$ cat src/rtl/hptw_pkg.sv
package hptw_pkg;
  localparam int unsigned XW        = 32;
  localparam int unsigned VSID_W    = 24;
  localparam int unsigned PIDX_W    = 16;
  localparam int unsigned API_W     = 6;
  localparam int unsigned PG_BITS   = 12;
  localparam int unsigned ENT_BYTES = 8;
  localparam int unsigned VLD_BIT   = 31;
  localparam int unsigned SEC_BIT   = 6;
  localparam int unsigned REF_BIT   = 8;
  localparam int unsigned CHG_BIT   = 7;

  typedef enum logic [2:0] {
    ST_IDLE,
    ST_RD0,
    ST_RD1,
    ST_SETR,
    ST_SETC,
    ST_DONE
  } walk_st_e;
endpackage

$ cat src/rtl/hptw_keygen.sv
module hptw_keygen
  import hptw_pkg::*;
#(
  parameter int unsigned GRP_SHIFT = 6
) (
  input  logic [VSID_W-1:0] vsid,
  input  logic [PIDX_W-1:0] pidx,
  input  logic              pass,
  input  logic [XW-1:0]     mask,
  output logic [XW-1:0]     tag,
  output logic [XW-1:0]     goff
);
  logic [XW-1:0] hash;
  logic [XW-1:0] hsel;

  always_comb begin
    hash = XW'(vsid) ^ XW'(pidx);
    hsel = pass ? ~hash : hash;
    goff = (hsel << GRP_SHIFT) & mask;
    tag  = XW'({1'b0, vsid, 1'b0, pidx[PIDX_W-1 -: API_W]});
  end
endmodule

$ cat src/rtl/hptw_slot_cmp.sv
module hptw_slot_cmp
  import hptw_pkg::*;
(
  input  logic [XW-1:0] word0,
  input  logic [XW-1:0] tag,
  input  logic          pass,
  output logic          match
);
  localparam logic [XW-1:0] FLAG_BITS = (XW'(1) << VLD_BIT) | (XW'(1) << SEC_BIT);

  always_comb begin
    match = word0[VLD_BIT] && (word0[SEC_BIT] == pass) &&
            ((word0 & ~FLAG_BITS) == tag);
  end
endmodule

$ cat src/rtl/hptw_top.sv
module hptw_top
  import hptw_pkg::*;
#(
  parameter int unsigned SLOTS = 8
) (
  input  logic          clk,
  input  logic          rst_n,
  input  logic          req_valid,
  input  logic [31:0]   req_sr,
  input  logic [31:0]   req_ea,
  input  logic          req_store,
  input  logic [31:0]   tbl_base,
  input  logic [31:0]   tbl_mask,
  output logic          rd_req,
  output logic [31:0]   rd_addr,
  input  logic          rd_ack,
  input  logic [31:0]   rd_data,
  output logic          wr_en,
  output logic [31:0]   wr_addr,
  output logic [7:0]    wr_byte,
  output logic          busy,
  output logic          done,
  output logic          hit,
  output logic          no_write,
  output logic [31:0]   pte0,
  output logic [31:0]   pte1,
  output logic [31:0]   pte_addr,
  output logic [31:0]   real_addr
);
  localparam int unsigned SLOT_W    = (SLOTS > 1) ? $clog2(SLOTS) : 1;
  localparam int unsigned GRP_SHIFT = $clog2(SLOTS * ENT_BYTES);
  localparam int unsigned ENT_SH    = $clog2(ENT_BYTES);
  localparam int unsigned EA_KEEP   = PG_BITS + PIDX_W;
  localparam logic [SLOT_W-1:0] LAST_SLOT = SLOT_W'(SLOTS - 1);

  walk_st_e            st_q, st_d;
  logic [VSID_W-1:0]   vsid_q;
  logic [EA_KEEP-1:0]  ea_q;
  logic                store_q;
  logic                pass_q, pass_d;
  logic [SLOT_W-1:0]   slot_q, slot_d;
  logic [XW-1:0]       w0_q, w1_q, paddr_q;
  logic                hit_q, nw_q;

  logic                take_req, take_w0, fin_hit, fin_miss;
  logic                match, need_c_rd, need_c_q;
  logic [XW-1:0]       tag, goff, ent_addr;
  logic                hi_bits_unused;

  assign hi_bits_unused = ^{req_sr[31:VSID_W], req_ea[31:EA_KEEP]};

  hptw_keygen #(.GRP_SHIFT(GRP_SHIFT)) u_keygen (
    .vsid (vsid_q),
    .pidx (ea_q[EA_KEEP-1:PG_BITS]),
    .pass (pass_q),
    .mask (tbl_mask),
    .tag  (tag),
    .goff (goff)
  );

  hptw_slot_cmp u_cmp (
    .word0 (rd_data),
    .tag   (tag),
    .pass  (pass_q),
    .match (match)
  );

  assign ent_addr  = tbl_base + goff + (XW'(slot_q) << ENT_SH);
  assign need_c_rd = !rd_data[CHG_BIT] && store_q;
  assign need_c_q  = !w1_q[CHG_BIT] && store_q;
  assign take_req  = (st_q == ST_IDLE) && req_valid;
  assign take_w0   = (st_q == ST_RD0) && rd_ack;

  // next-state logic
  always_comb begin
    st_d     = st_q;
    pass_d   = pass_q;
    slot_d   = slot_q;
    fin_hit  = 1'b0;
    fin_miss = 1'b0;
    case (st_q)
      ST_IDLE: begin
        if (req_valid) begin
          st_d   = ST_RD0;
          pass_d = 1'b0;
          slot_d = '0;
        end
      end
      ST_RD0: begin
        if (rd_ack) begin
          if (match) begin
            st_d = ST_RD1;
          end else if (slot_q == LAST_SLOT) begin
            if (pass_q) begin
              st_d     = ST_DONE;
              fin_miss = 1'b1;
            end else begin
              pass_d = 1'b1;
              slot_d = '0;
            end
          end else begin
            slot_d = slot_q + SLOT_W'(1);
          end
        end
      end
      ST_RD1: begin
        if (rd_ack) begin
          fin_hit = 1'b1;
          if (!rd_data[REF_BIT]) st_d = ST_SETR;
          else if (need_c_rd)    st_d = ST_SETC;
          else                   st_d = ST_DONE;
        end
      end
      ST_SETR: st_d = need_c_q ? ST_SETC : ST_DONE;
      ST_SETC: st_d = ST_DONE;
      ST_DONE: st_d = ST_IDLE;
      default: st_d = ST_IDLE;
    endcase
  end

  // control registers
  always_ff @(posedge clk or negedge rst_n) begin
    if (!rst_n) begin
      st_q   <= ST_IDLE;
      pass_q <= 1'b0;
      slot_q <= '0;
      hit_q  <= 1'b0;
      nw_q   <= 1'b0;
    end else begin
      st_q   <= st_d;
      pass_q <= pass_d;
      slot_q <= slot_d;
      if (take_req) begin
        hit_q <= 1'b0;
        nw_q  <= 1'b0;
      end else if (fin_hit) begin
        hit_q <= 1'b1;
        nw_q  <= !rd_data[CHG_BIT] && !store_q;
      end else if (fin_miss) begin
        hit_q <= 1'b0;
        nw_q  <= 1'b0;
      end
    end
  end

  // data registers with explicit enables
  always_ff @(posedge clk) begin
    if (take_req) begin
      vsid_q  <= req_sr[VSID_W-1:0];
      ea_q    <= req_ea[EA_KEEP-1:0];
      store_q <= req_store;
    end
    if (take_w0) w0_q <= rd_data;
    if (fin_hit) begin
      w1_q    <= rd_data;
      paddr_q <= ent_addr;
    end
  end

  always_comb begin
    rd_req    = (st_q == ST_RD0) || (st_q == ST_RD1);
    rd_addr   = (st_q == ST_RD1) ? ent_addr + XW'(4) : ent_addr;
    wr_en     = (st_q == ST_SETR) || (st_q == ST_SETC);
    wr_addr   = (st_q == ST_SETR) ? ent_addr + XW'(6) : ent_addr + XW'(7);
    wr_byte   = (st_q == ST_SETR) ? (w1_q[15:8] | 8'h01) : (w1_q[7:0] | 8'h80);
    busy      = (st_q != ST_IDLE);
    done      = (st_q == ST_DONE);
    hit       = hit_q;
    no_write  = nw_q;
    pte0      = w0_q;
    pte1      = w1_q;
    pte_addr  = paddr_q;
    real_addr = {w1_q[XW-1:PG_BITS], ea_q[PG_BITS-1:0]};
  end
endmodule

$ cat config.mk
export PLATFORM = sky130hd
export DESIGN_NAME = hptw_top
export DESIGN_NICKNAME = d
export VERILOG_FILES = /design/src/rtl/hptw_pkg.sv /design/src/rtl/hptw_keygen.sv /design/src/rtl/hptw_slot_cmp.sv /design/src/rtl/hptw_top.sv
export SDC_FILE = /design/constraint.sdc
export NUM_CORES = 1
export LEC_CHECK = 0
export BUFFER_PORTS_ARGS = -buffer_cell sky130_fd_sc_hd__buf_2
export CAP_MARGIN = 20
export CORE_ASPECT_RATIO = 0.7
export CORE_MARGIN = 10
export CORE_UTILIZATION = 51
export CTS_BUF_LIST = sky130_fd_sc_hd__clkbuf_4
export DETAILED_ROUTE_END_ITERATION = 6
export PLACE_DENSITY_LB_ADDON = 0.15
export SETUP_SLACK_MARGIN = 0.2
export SLEW_MARGIN = 10
export SYNTH_ARGS = -nofsm -noshare
export SYNTH_HDL_FRONTEND = slang
export SYNTH_SLANG_ARGS = --single-unit
$ cat constraint.sdc
create_clock -name clk -period 8.7 [get_ports clk]
set_input_delay 2.61 -clock clk [delete_from_list [all_inputs] [get_ports clk]]
set_output_delay 2.61 -clock clk [all_outputs]
set_load 0.03 [all_outputs]
==> results of run 1 <==
-- state kept, by name (all words and copies together), names as in the netlist --
signal    cells
no_write      1
pass_q        1
pte0         32
pte1         32
hit           1
vsid_q       24
slot_q        3
st_q          3
store_q       1
ea_q         28
pte_addr     32
-- synth_stat cells, drive strengths merged, types with 4 or more instances --
master	number	area (um2)
ha	35	438
nor3b	6	50.1
or2	7	43.8
or3	6	37.5
nand4	17	106
o21a	7	52.6
buf	46	310
o211ai	5	37.5
dfrtp	9	225
and2	33	206
edfxtp	149	4470
nor4	20	138
o31ai	5	37.5
nand2	61	231
and3	8	50.1
and4	6	52.6
inv	28	105
nand2b	6	37.5
o21ai	26	130
nor3	13	76.3
nand3	19	95.1
nand3b	4	30.0
xor2	58	508
clkbuf	14	53.8
o211a	4	40.0
nor2b	6	37.5
a21o	14	105
nor2	43	161
a21oi	34	170
xnor2	92	832
mux2	8	90.1
a211oi	5	50.1
-- power breakdown --
group / internal [W] / switching (W)
clock network: 0.000133 / 0.000325
logic: 0.000993 / 0.00178
registers: 0.000977 / 0.0000781
-- through the flow --
stage	cell area (um2)	total power [W]	cells	util
finish	12000	0.00429	1445	0.665
global route	12000	0.00454	1444	0.665
CTS	11800	0.00421	1435	0.654
detailed placement	11400	0.00372	1402	0.632
global placement	11400	0.00368	1402	0.632
floorplan	9380	0.00290	831	-
-- critical path: cells and delay by family --
kind                       cells  cell delay, ns
buffers and inverters          2            0.32
muxes                          1            0.41
and+or+nand+nor                4            0.76
xor gates and xnor gates       1            0.17
AOI/OAI and AO/OA              4            1.11
adders and majority gates      1            0.44
-- cells in the final DEF (no fill, tap or decap), drive strengths merged, types with 8 or more instances in the layout --
cell type  synthesis  final
nand3             19     19
xor2              58     58
a21oi             34     34
nor3              13     13
clkbuf            14     20
nand2             61     61
inv               28     36
xnor2             92     92
nor4              20     20
and3               8      8
buf               46    397
mux2               8      8
ha                35     35
o21ai             26     26
edfxtp           149    149
a21o              14     14
nand4             17     17
nor2              43     43
dfrtp              9      9
and2              33     33
-- worst min path at each step --
stage	start	end	slack, ns
floorplan	store_q	no_write	0.43
global placement	hit	hit	0.46
detailed placement	store_q	no_write	0.47
CTS	store_q	no_write	0.49
global route	store_q	no_write	0.51
finish	hit	hit	0.50
-- kinds of logic (layout without fill, tap and decap cells) --
kind of cell / count (synthesis) / after routing / share of synthesized area
fa+ha+maj: 36 / 36 / 0.0488
simple gates: 259 / 259 / 0.148
xor+xnor: 150 / 150 / 0.143
compound gates: 130 / 130 / 0.0975
flops: 158 / 158 / 0.501
buf+inv: 88 / 460 / 0.0500
other cells: 0 / 6 / 0
mux: 10 / 10 / 0.0117
-- per-layer routing --
metal  vias up  share of wire  wire [um]
li1       3709              -          -
met5         -        0.00047         14
met3        41          0.090       2690
met2       351           0.47      14000
met1      3722           0.43      12900
met4         4          0.014        418
-- area by class of cell --
cell class | count | area share
clock inverters | 15 | 0.0137
flip-flops and latches | 158 | 0.391
clock buffers | 17 | 0.0106
inverters | 28 | 0.00875
well taps | 236 | 0.0246
repair buffers | 400 | 0.179
diodes | 6 | 0.00125
multi-input cells | 585 | 0.371
-- timing repair --
action,4_1_cts,5_1_grt
pin swaps,5,15
setup buffers,1,4
cloned,0,0
setup endpoints to repair,9,34
hold buffers,0,0
gates resized for setup,17,45
==> impl_metrics.json, run 1 <==
{
  "critPathSlowestCell": "ha_2",
  "tns_ns": 0,
  "synth_cell_types": 69,
  "cts_tree": "built",
  "drtPass1Iterations": 6,
  "syn_nets": 1032,
  "r2r_slack_ns": 4.89,
  "start_util": 0.519,
  "multi_input_area_um2": 4460,
  "die_y_um": 133,
  "hold_ws_ns": 0.504,
  "grtUsageTotal": 0.236,
  "drt.antenna.violating_nets": 0,
  "wire_per_inst_um": 20.8,
  "routabilityCongestion": 0.926,
  "power.density_nw_per_um2": 357,
  "grt_use_met1": 0.312,
  "crit_arrival_ns": 5.83,
  "cp_max_fo": 10,
  "numCtsBuffers": 17,
  "fin_crit_sh": 0.970,
  "first_global_vias": 7711,
  "reg2reg_depth": 11,
  "hold_depth": 2,
  "grt_overflow": 0,
  "busiest_layer": "met2",
  "synth_seq_cells": 158,
  "fin_nets": 1391,
  "worst_slew_pin_slew_ns": 0.996,
  "antenna_found_initial": 7,
  "final.setup_skew_ns": 0.0235,
  "path_clk_slew_ns": 0.15,
  "period_minus_slack_ns": 8.44,
  "status": "completed",
  "avgViaCountPerCell": 5.42,
  "syn-cell-area_um2": 9380,
  "crit_chain": "buf_2 -> and2_1 -> ha_2 -> and4_4 -> nand2_1 -> o21ba_4 -> o21ai_0 -> a31oi_1 -> mux2_2 -> a2111o_1 -> nor4_2 -> xnor2_1 -> clkbuf_4",
  "final_layout_size_suffix_gt1_frac": 0.414,
  "worstReg2RegEnd": "pte_addr[31]",
  "setup_ws_ns": 0.262,
  "p_leak_nw": 5.13,
  "synth_edf_count": 149,
  "clock-sinks": 158,
  "slew_violations": 0,
  "rows": 41,
  "routed_wl_um": 30100,
  "drcViolationCount": 0,
  "dieArea_um2": 24300,
  "startpoint": "tbl_mask[10]",
  "final_hold_viol_count": 0,
  "nFillCells": 1446,
  "gr-usage-met2": 0.372,
  "cap_violations": 0,
  "port_buffers": 352,
  "grt_max_degree": 65,
  "slowest_delay_ns": 0.44,
  "grt_pass1_wl_um": 44700,
  "worstSetupStartpointType": "input port",
  "io-pin-count": 371,
  "critPathRequiredTime_ns": 6.09,
  "relSlewSlack": 0.335,
  "clock-root-buffer": "clkbuf_4",
  "drt-initial-drc-count": 617,
  "ys_async_sr_fraction": 0.0570,
  "htreeDepth": 4,
  "crit_path_end": "wr_addr[31]",
  "die-width_um": 182,
  "max-clock-path-buffers": 2,
  "worstSetupEndpointType": "output pin",
  "yosys_warnings": 0,
  "setup_viol": 0,
  "synth_cells": 831,
  "hold_path.class": "register to register",
  "synth.avg_cell_area_um2": 11.3,
  "critical_path_class": "input port to output pin",
  "register_area_um2": 4700,
  "clkLatencyLatePin_ns": 0.59,
  "via_count": 7827,
  "ys_seq_area_frac": 0.501,
  "rsz0062_at_grt": "true",
  "coreArea_um2": 18100,
  "dp_hpwl_um": 24200,
  "dp_slack_ns": 0.0821,
  "ir_worst_vdd_mv": 0.294,
  "synthFlopType": "edfxtp_1",
  "max_freq_mhz": 119,
  "syn2layout_area_growth_pct": 28.1,
  "r2r-start": "pass_q",
  "use_met3": 0.0709
}
No activity file was read; power rests on OpenSTA's default activity.
==> run 2: changes to the inputs <==
==> constraint.sdc (replaced) <==
create_clock -name clk -period 8.7 [get_ports clk]
set_input_delay 1.305 -clock clk [delete_from_list [all_inputs] [get_ports clk]]
set_output_delay 1.305 -clock clk [all_outputs]
set_load 0.03 [all_outputs]
==> impl_metrics.json, run 2 (synthesized netlist as in run 1, its figures left out) <==
{
  "status": "completed",
  "drt.antenna.violating_nets": 0,
  "fin_crit_sh": 0.771,
  "reg2reg_depth": 10,
  "tns_ns": 0,
  "placed_cells": 1361,
  "htreeDepth": 4,
  "clock-root-buffer": "clkbuf_4",
  "setup_viol": 0,
  "ir_worst_vdd_mv": 0.299,
  "path_clk_slew_ns": 0.17,
  "start_util": 0.519,
  "cts_tree": "built",
  "final_cells": 1398,
  "critical_path_class": "register to output pin",
  "final_hold_viol_count": 0,
  "rows": 41,
  "hold_path.class": "register to register",
  "avgViaCountPerCell": 5.43,
  "routabilityCongestion": 0.913,
  "pwr-share-clk": 0.114,
  "critPathRequiredTime_ns": 7.39,
  "die-width_um": 182,
  "p_int_w": 0.00191,
  "cts_hold_buf": 0,
  "relSlewSlack": 0.276,
  "comb_power_share": 0.621,
  "grt_overflow": 0,
  "cap_violations": 0,
  "slew_violations": 0,
  "numCtsBuffers": 17,
  "fin_nets": 1347,
  "first_global_vias": 7569,
  "final_layout_size_suffix_gt1_frac": 0.359,
  "drcViolationCount": 0,
  "layout_common_cells": "buf_2, edfxtp_1, xnor2_1",
  "io-pin-count": 371,
  "coreArea_um2": 18100,
  "dieArea_um2": 24300,
  "grtUsageTotal": 0.232,
  "swShare": 0.521,
  "ctsResizeCount": 0,
  "syn2layout_area_growth_pct": 21.8,
  "die_y_um": 133,
  "power.density_nw_per_um2": 349,
  "clock-sinks": 158,
  "wire_per_inst_um": 20.8,
  "max-clock-path-buffers": 2,
  "final.setup_skew_ns": 0.0341,
  "worst_slew_pin_slew_ns": 1.08,
  "hold_depth": 1,
  "nFillCells": 1521,
  "max_freq_mhz": 149,
  "worstSetupEndpointType": "output pin",
  "dp_hpwl_um": 23600,
  "seqPwrFrac": 0.265,
  "via_count": 7592,
  "crit_arrival_ns": 5.41,
  "rsz0062_at_grt": "false",
  "grt_max_degree": 65,
  "grt_pass1_wl_um": 44200,
  "routed_wl_um": 29100,
  "clkLatencyLatePin_ns": 0.55,
  "antenna_found_initial": 4,
  "period_minus_slack_ns": 6.71,
  "cp_max_fo": 30,
  "worstSetupStartpointType": "register",
  "drt-initial-drc-count": 628,
  "drtPass1Iterations": 5,
  "layout_commonest_cell": "buf_2",
  "p_sw_w": 0.00208,
  "port_buffers": 352,
  "post_cts.repair.setup_buffers": 0,
  "p_leak_nw": 4.84
}
==> run 2: cell count changes in the layout (fill, tap and decap cells not counted), sizes merged <==
| cell | change |
|---|---|
| clkinv | -2 |
| inv | +1 |
| buf | -43 |
| diode | -3 |
==> run 2: final timing paths <==
check	start	endpoint	slack, ns
max in group asynchronous	rst_n	pass_q	7.89
min	store_q	no_write	0.52
min reg2reg	store_q	no_write	0.52
min in group asynchronous	rst_n	st_q[0]	0.58
max	pass_q	rd_addr[29]	1.99
max reg2reg	pass_q	pte_addr[27]	4.51
==> run 2: power groups by stage <==
stage	clock network [W]	registers (W)	logic [W]
floorplan	0	0.00109	0.00181
global placement	0	0.00107	0.00244
detailed placement	0	0.00108	0.00247
CTS	0.000469	0.00106	0.00248
global route	0.000497	0.00107	0.00267
finish	0.000455	0.00106	0.00247
==> run 2: per-stage QoR <==
step / setup slack, ns / area, um2 / hold slack (ns) / utilization / total power (W)
final: 1.99 / 11400 / 0.517 / 0.633 / 0.00399
after global routing: 1.61 / 11400 / 0.523 / 0.632 / 0.00424
after CTS: 2.01 / 11400 / 0.522 / 0.631 / 0.00400
after detailed placement: 2.28 / 11100 / 0.470 / 0.615 / 0.00354
after global placement: 2.33 / 11100 / 0.473 / 0.615 / 0.00351
after floorplan: 2.63 / 9380 / 0.434 / - / 0.00290
==> run 2: cell type report <==
class | count | area [um2] | share of cell area
antenna | 3 | 7.51 | 0.000657
clock buffer | 18 | 135 | 0.0118
clock inverter | 14 | 163 | 0.0142
inverter | 28 | 105 | 0.00920
multi-input combinational | 585 | 4230 | 0.370
sequential | 158 | 4700 | 0.411
tap | 236 | 295 | 0.0258
timing repair buffer | 356 | 1790 | 0.157
==> run 2: critical path, cell delays in order, from the launching register on <==
cell	delay [ns]
dfrtp_2	0.91
xnor2_1	0.21
and2_1	0.20
ha_1	0.45
and4_1	0.31
nand3_1	0.11
o22ai_1	0.27
nor2_1	0.09
xnor2_1	0.53
nand4_1	0.37
or4_1	0.63
nor4_1	0.40
xnor2_1	0.16
buf_2	0.22
==> run 2: layer usage <==
layer	wire, um	GRT usage	vias up	share of wire
met4	157	0.0361	4	0.0054
met1	12300	0.306	3630	0.42
met5	27	0	-	0.00093
met2	13500	0.365	329	0.46
li1	-	-	3613	-
met3	3070	0.0860	16	0.11
